<file path="src/rtl/tx_irq_pkg.sv">
package tx_irq_pkg;
  localparam int RAW_W      = 8;
  localparam int VIEW_W     = 7;
  localparam int CLR_W      = 8;
  localparam int IDX_URUN   = 0;
  localparam int IDX_TXREQ  = 1;
  localparam int IDX_TXDONE = 2;
  localparam int CLR_UR_BIT = 3;

  typedef enum logic [1:0] {
    SRC_URUN   = 2'd0,
    SRC_TXREQ  = 2'd1,
    SRC_TXDONE = 2'd2,
    SRC_NONE   = 2'd3
  } src_e;

  function automatic src_e src_of(input int idx);
    case (idx)
      IDX_URUN:   return SRC_URUN;
      IDX_TXREQ:  return SRC_TXREQ;
      IDX_TXDONE: return SRC_TXDONE;
      default:    return SRC_NONE;
    endcase
  endfunction
endpackage

</file>
<file path="src/rtl/tx_irq_urun_flag.sv">
module tx_irq_urun_flag (
  input  logic clk,
  input  logic rst_n,
  input  logic set_i,
  input  logic push_clr_i,
  input  logic wr_clr_i,
  output logic flag_d_o,
  output logic flag_q_o
);
  logic flag_d;
  logic flag_q;
  logic flag_en;

  always_comb begin
    flag_d  = flag_q;
    flag_en = set_i | push_clr_i | wr_clr_i;
    if (set_i)                        flag_d = 1'b1;
    else if (push_clr_i || wr_clr_i)  flag_d = 1'b0;
  end

  always_ff @(posedge clk or negedge rst_n) begin
    if (!rst_n)       flag_q <= 1'b0;
    else if (flag_en) flag_q <= flag_d;
  end

  assign flag_d_o = flag_d;
  assign flag_q_o = flag_q;
endmodule

</file>
<file path="src/rtl/tx_irq_raw_build.sv">
module tx_irq_raw_build
  import tx_irq_pkg::*;
#(
  parameter int W = RAW_W
) (
  input  logic         urun_i,
  input  logic         half_i,
  input  logic         empty_i,
  input  logic         busy_i,
  output logic [W-1:0] raw_o
);
  for (genvar g = 0; g < W; g++) begin : g_bit
    localparam src_e SRC = src_of(g);
    if (SRC == SRC_URUN) begin : g_ur
      assign raw_o[g] = urun_i;
    end else if (SRC == SRC_TXREQ) begin : g_rq
      assign raw_o[g] = half_i;
    end else if (SRC == SRC_TXDONE) begin : g_dn
      assign raw_o[g] = empty_i & ~busy_i;
    end else begin : g_zero
      assign raw_o[g] = 1'b0;
    end
  end
endmodule

</file>
<file path="src/rtl/tx_irq_out_reg.sv">
module tx_irq_out_reg #(
  parameter int W = 8
) (
  input  logic         clk,
  input  logic         rst_n,
  input  logic [W-1:0] raw_d_i,
  input  logic [W-1:0] en_i,
  output logic [W-1:0] raw_q_o,
  output logic         irq_q_o
);
  logic [W-1:0] raw_q;
  logic         irq_d;
  logic         irq_q;

  always_comb irq_d = |(raw_d_i & en_i);

  always_ff @(posedge clk or negedge rst_n) begin
    if (!rst_n) begin
      raw_q <= '0;
      irq_q <= 1'b0;
    end else begin
      raw_q <= raw_d_i;
      irq_q <= irq_d;
    end
  end

  assign raw_q_o = raw_q;
  assign irq_q_o = irq_q;
endmodule

</file>
<file path="src/rtl/tx_irq_status.sv">
module tx_irq_status
  import tx_irq_pkg::*;
#(
  parameter int RW = RAW_W,
  parameter int VW = VIEW_W,
  parameter int CW = CLR_W
) (
  input  logic          clk,
  input  logic          rst_n,
  input  logic          fifo_empty_i,
  input  logic          fifo_half_i,
  input  logic          tx_busy_i,
  input  logic          drain_empty_i,
  input  logic          push_fill_i,
  input  logic [RW-1:0] int_en_i,
  input  logic          clr_wr_i,
  input  logic [CW-1:0] clr_data_i,
  output logic [RW-1:0] raw_o,
  output logic [RW-1:0] masked_o,
  output logic [VW-1:0] all_ints_o,
  output logic          irq_o
);
  logic [1:0]    rst_sync;
  logic          rst_int_n;
  logic          wr_clr;
  logic          flag_d;
  logic          flag_q;
  logic [RW-1:0] raw_d;
  logic [RW-1:0] raw_q;

  always_ff @(posedge clk or negedge rst_n) begin
    if (!rst_n) rst_sync <= 2'b00;
    else        rst_sync <= {rst_sync[0], 1'b1};
  end
  assign rst_int_n = rst_sync[1];

  assign wr_clr = clr_wr_i & clr_data_i[CLR_UR_BIT];

  tx_irq_urun_flag u_flag (
    .clk        (clk),
    .rst_n      (rst_int_n),
    .set_i      (drain_empty_i),
    .push_clr_i (push_fill_i),
    .wr_clr_i   (wr_clr),
    .flag_d_o   (flag_d),
    .flag_q_o   (flag_q)
  );

  tx_irq_raw_build #(.W(RW)) u_build (
    .urun_i  (flag_d),
    .half_i  (fifo_half_i),
    .empty_i (fifo_empty_i),
    .busy_i  (tx_busy_i),
    .raw_o   (raw_d)
  );

  tx_irq_out_reg #(.W(RW)) u_out (
    .clk     (clk),
    .rst_n   (rst_int_n),
    .raw_d_i (raw_d),
    .en_i    (int_en_i),
    .raw_q_o (raw_q),
    .irq_q_o (irq_o)
  );

  assign raw_o      = raw_q;
  assign masked_o   = raw_q & int_en_i;
  assign all_ints_o = raw_q[VW-1:0];

  logic unused_ok;
  assign unused_ok = flag_q;
endmodule

</file>
<file path="config.mk">
export PLATFORM = sky130hd
export DESIGN_NAME = tx_irq_status
export DESIGN_NICKNAME = d
export VERILOG_FILES = /design/src/rtl/tx_irq_pkg.sv /design/src/rtl/tx_irq_urun_flag.sv /design/src/rtl/tx_irq_raw_build.sv /design/src/rtl/tx_irq_out_reg.sv /design/src/rtl/tx_irq_status.sv
export SDC_FILE = /design/constraint.sdc
export NUM_CORES = 1
export LEC_CHECK = 0
export BUFFER_PORTS_ARGS = -buffer_cell sky130_fd_sc_hd__buf_4
export CORE_AREA = 5 5 42 44
export CTS_CLUSTER_DIAMETER = 30
export DETAILED_ROUTE_END_ITERATION = 8
export DIE_AREA = 0 0 47 49
export GPL_TIMING_DRIVEN = 0
export PLACE_DENSITY = 0.82
export SYNTH_ARGS = -nofsm -noshare
export SYNTH_HDL_FRONTEND = slang
export SYNTH_SLANG_ARGS = --single-unit
export TNS_END_PERCENT = 1
</file>
<file path="constraint.sdc">
create_clock -name clk -period 0.86 [get_ports clk]
set_input_delay 0.043 -clock clk [delete_from_list [all_inputs] [get_ports clk]]
set_output_delay 0.043 -clock clk [all_outputs]
set_load 0.02 [all_outputs]
</file>
Yosys cells after proc, flatten, opt, wreduce, memory -nomap -nowiden. Cells that the tools add are included.

Register bits after elaboration: 7. Input port bits: 24. Output and inout port bits: 24. Word-level logic and storage cells: 15.

Mux-type cells: 2. Bitwise operators: 7. Reduce and logical (&&, ||, !) cells: 2.

Operator list (number): $and 3x8->8 (2); $reduce_or 8->1 (1); $and 1x1->1 (2); $mux 1 (2); $or 1x1->1 (2); $logic_or 1x1->1 (1); $not 1->1 (1).

Longest topological paths before layout.
Word-level depth: 6. Gate-level depth with buffers: 3. Gate-level depth less buffers: 3.

By module. A second synthesis with hierarchy kept.

Cells, all modules: 46. Area total of the unflattened synthesis: 540.5 um2.

By module, submodules not included: tx_irq_out_reg (instances 1, cells each 14, area an instance 261.5 um2, seq. area each 225.2 um2); tx_irq_status (instances 1, cells each 19, area an instance 162.7 um2, seq. area each 50.0 um2); tx_irq_raw_build (instances 1, cells each 9, area an instance 70.1 um2, seq. area each 0.0 um2); tx_irq_urun_flag (instances 1, cells each 4, area an instance 46.3 um2, seq. area each 25.0 um2).

Worst setup path after synthesis. Ideal clock, no wire load.

Kind: register to register. Start: register u_flag.flag_q (netlist: u_flag.flag_q_o). End: register u_out.irq_q (netlist: u_out.irq_q_o). Library setup time: 126 ps. Data arrival time: 883 ps. Data required time: 734 ps. Path slack: -149 ps. Cell stages (with the launch flop): 3. Path buffers: 0. Period minus slack after synthesis: 1009 ps. Cell sequence: dfrtp_1 > a31o_1 > a221o_1.

Word-level cells in the longest chain between the ends: 4.

RTL lines: from (decl) (RTL line tx_irq_urun_flag.sv:11) `logic flag_q;`; from (signal assigned) (RTL line tx_irq_urun_flag.sv:23) `else if (flag_en) flag_q <= flag_d;`; $mux 1 (RTL line tx_irq_urun_flag.sv:18) `else if (push_clr_i || wr_clr_i) flag_d = 1'b0;`; $mux 1 (RTL line tx_irq_urun_flag.sv:17) `if (set_i) flag_d = 1'b1;`; net flag_d (RTL line tx_irq_status.sv:26) `logic flag_d;`; $and 3x8->8 (RTL line tx_irq_out_reg.sv:15) `always_comb irq_d = |(raw_d_i & en_i);`; $reduce_or 8->1 (RTL line tx_irq_out_reg.sv:15); net u_out.irq_d (RTL line tx_irq_out_reg.sv:12) `logic irq_d;`; to (signal assigned) (RTL line tx_irq_out_reg.sv:23) `irq_q <= irq_d;`; to (decl) (RTL line tx_irq_out_reg.sv:13) `logic irq_q;`.

The timed path passes the listed nets, and every way through them passes these cells. A chain may end at the register's enable or synchronous reset.

Worst setup path in the final report. Ends and elaborated chain as after synthesis.

==> impl_metrics.tcl <==
set metrics [dict create \
    syn-cell-area_sq_um 376.6 \
    die_area_sq_um 2303 \
    num_vias 318 \
    stdcell_count 94 \
    r2r_cells 2 \
    layout_common_cells "32 x buf_4, 15 x conb_1, 7 x dfrtp_1" \
    final_util_pct 49.91 \
    die_h_microns 49 \
    final_common_cell "buf_4" \
    clockRootBuffer "clkbuf_4" \
    wl_per_cell_microns 8.053 \
    yosysWarnings 0 \
    place_inst 86 \
    antenna_found_initial 0 \
    switchingPower_mw 0.2518 \
    n_antenna_cell 0 \
    finalHoldViolations 0 \
    num_io_pins 48 \
    cts.clk_slew.worst_paths_ns 0.05 \
    path_class "reg -> reg" \
    violations "setup timing" \
    max_clock_freq_ghz 1.006 \
    route.detailed.drc 0 \
    grt_use_total_pct 7.813 \
    outcome "finished, violations left" \
    synthCells 36 \
    start_kind "flop" \
    critical_path_required_ns 0.98 \
    ys_types 10 \
    row_count 14 \
    power_density_nw_per_um2 1343 \
    cp-end-kind "flop" \
    numCtsBuffers 3 \
    routabilityCongestion 0.5845 \
    setup_ws_ns -0.1343 \
    core_sq_um 1401 \
    dr.pass1.iters 2 \
    clock_skew_ns 0.003670 \
    htreeDepth 1 \
    die_x_microns 47 \
    synth-seq-area-share_pct 46.51 \
    setup_viol 7 \
    area_growth_pct 85.71 \
    first_iter_violations 3 \
    critPathArrivalTime_ns 1.11 \
    dpl-instance-area_sq_um 603.1 \
    intPower_mw 0.6876 \
    leakagePower_nw 0.3967 \
    worstHoldPathCells 2 \
    grt_remaining_overflow 0 \
    drive_gt1_share_pct 57.69 \
    clockBufferDepth 2 \
    ys_ff_latch 7 \
    port_buffers 21 \
    post-place-ws_ns -0.1292 \
    cap_violations 0 \
    power.share.switching_pct 26.81 \
    vias_per_cell 3.383 \
    maxSlewViolCount 0 \
    grt_start_max_net_pins 6 \
    fin_crit_sh_pct 115.6 \
    initial_core_util_pct 26.87 \
    p_seq_share_pct 38.9 \
    p_clk_share_pct 29.5 \
    worstSkewPairLatency_ns 0.24 \
    routed_wirelength_microns 757 \
    ant_nets 0 \
    fillers 137 \
    peakVddDrop_mv 0.6299 \
    finalCriticalPeriod_ns 0.9943 \
    nets 103 \
    grt_pass1_vias 318 \
    fin_area_sq_um 699.4 \
    worst_hold_slack_ns 0.04001 \
    grt_pass1_wl_microns 1269 \
    comb_power_share_pct 31.7 \
    cts_sinks 7 \
    hold_path_class "in -> reg" \
    postSynthAreaPerCell_sq_um 10.46 \
    path_max_fanout 2 \
    rsz0062_at_grt "true" \
    cts_tree "built" \
]
-- what timing repair did --
item                                    CTS  global route
pin swaps                                 3             0
endpoints found under the setup margin    7            10
hold endpoints to repair                  5             0
gates resized for setup                   9             0
buffers inserted                          0             0
cloned                                    0             0
hold buffers                              4             0
-- registers in the layout, indices dropped and copies added, names as in the netlist --
signal           count
u_flag.flag_q_o      1
rst_sync             2
u_out.raw_q_o        3
u_out.irq_q_o        1
-- per-layer routing --
| layer | wire (microns) | GRT usage, % | vias up | share of wire, % |
|---|---|---|---|---|
| met1 | 218 | 8.126 | 135 | 29 |
| met3 | 125 | 4.797 | 0 | 17 |
| met4 | 0 | 4.147 | 0 | 0 |
| met5 | 0 | 0 | - | 0 |
| met2 | 412 | 11.76 | 17 | 54 |
| li1 | - | - | 166 | - |
-- cells by family after synthesis --
| kind of cell | count (synthesis) | synth area share (%) |
|---|---|---|
| compound gates | 3 | 7.310 |
| flops | 7 | 46.51 |
| other cells | 2 | 1.994 |
| buf+inv | 18 | 34.88 |
| simple gates | 6 | 9.301 |
-- final timing paths --
check	start	end	slack, ns
setup / recovery	u_flag.flag_q_o	u_out.irq_q_o	-0.13
hold / removal	drain_empty_i	u_out.raw_q_o[0]	0.04
setup reg to reg	u_flag.flag_q_o	u_out.irq_q_o	-0.13
hold reg to reg	rst_sync[1]	u_flag.flag_q_o	0.07
max in group asynchronous	rst_sync[1]	u_out.raw_q_o[0]	0.61
min in group asynchronous	rst_sync[1]	u_flag.flag_q_o	0.07
-- synth_stat cells --
| cell | count | area (sq um) |
|---|---|---|
| buf_4 | 17 | 127.6 |
| dfrtp_1 | 7 | 175.2 |
| and2_1 | 4 | 25.02 |
| conb_1 | 2 | 7.510 |
| a221o_1 | 1 | 10.01 |
| a31o_1 | 1 | 8.760 |
| a31o_2 | 1 | 8.760 |
| inv_1 | 1 | 3.750 |
| nand2_1 | 1 | 3.750 |
| nor2b_1 | 1 | 6.260 |
-- cell type report --
class | instances | area, sq um | share of cell area (%)
repair buffers | 25 | 220.2 | 31.48
flip-flops and latches | 7 | 175.2 | 25.04
plain buffers | 17 | 127.6 | 18.25
multi-input cells | 24 | 126.4 | 18.07
clock buffers | 4 | 26.28 | 3.757
well taps | 16 | 20.02 | 2.862
inverters | 1 | 3.754 | 0.5367
-- power groups by stage --
stage,clock (mW),sequential (mW),combinational [mW]
2_1_floorplan,0,0.384,0.158
3_3_place_gp,0,0.369,0.261
3_5_place_dp,0,0.370,0.264
4_1_cts,0.291,0.366,0.298
5_1_grt,0.314,0.367,0.321
6_report,0.277,0.365,0.298
-- critical path, cell delays in order (launching register included) --
cell	delay (ns)
dfrtp_1	0.37
a31o_1	0.19
a221o_1	0.31
-- through the flow --
stage | setup TNS, ns | power, mW
floorplan | -0.08864 | 0.5417
global placement | -0.1098 | 0.6291
detailed placement | -0.1292 | 0.6347
CTS | -0.6631 | 0.9541
global route | -0.8718 | 1.002
finish | -0.5836 | 0.9394
Power figures use the tool's default switching activity.
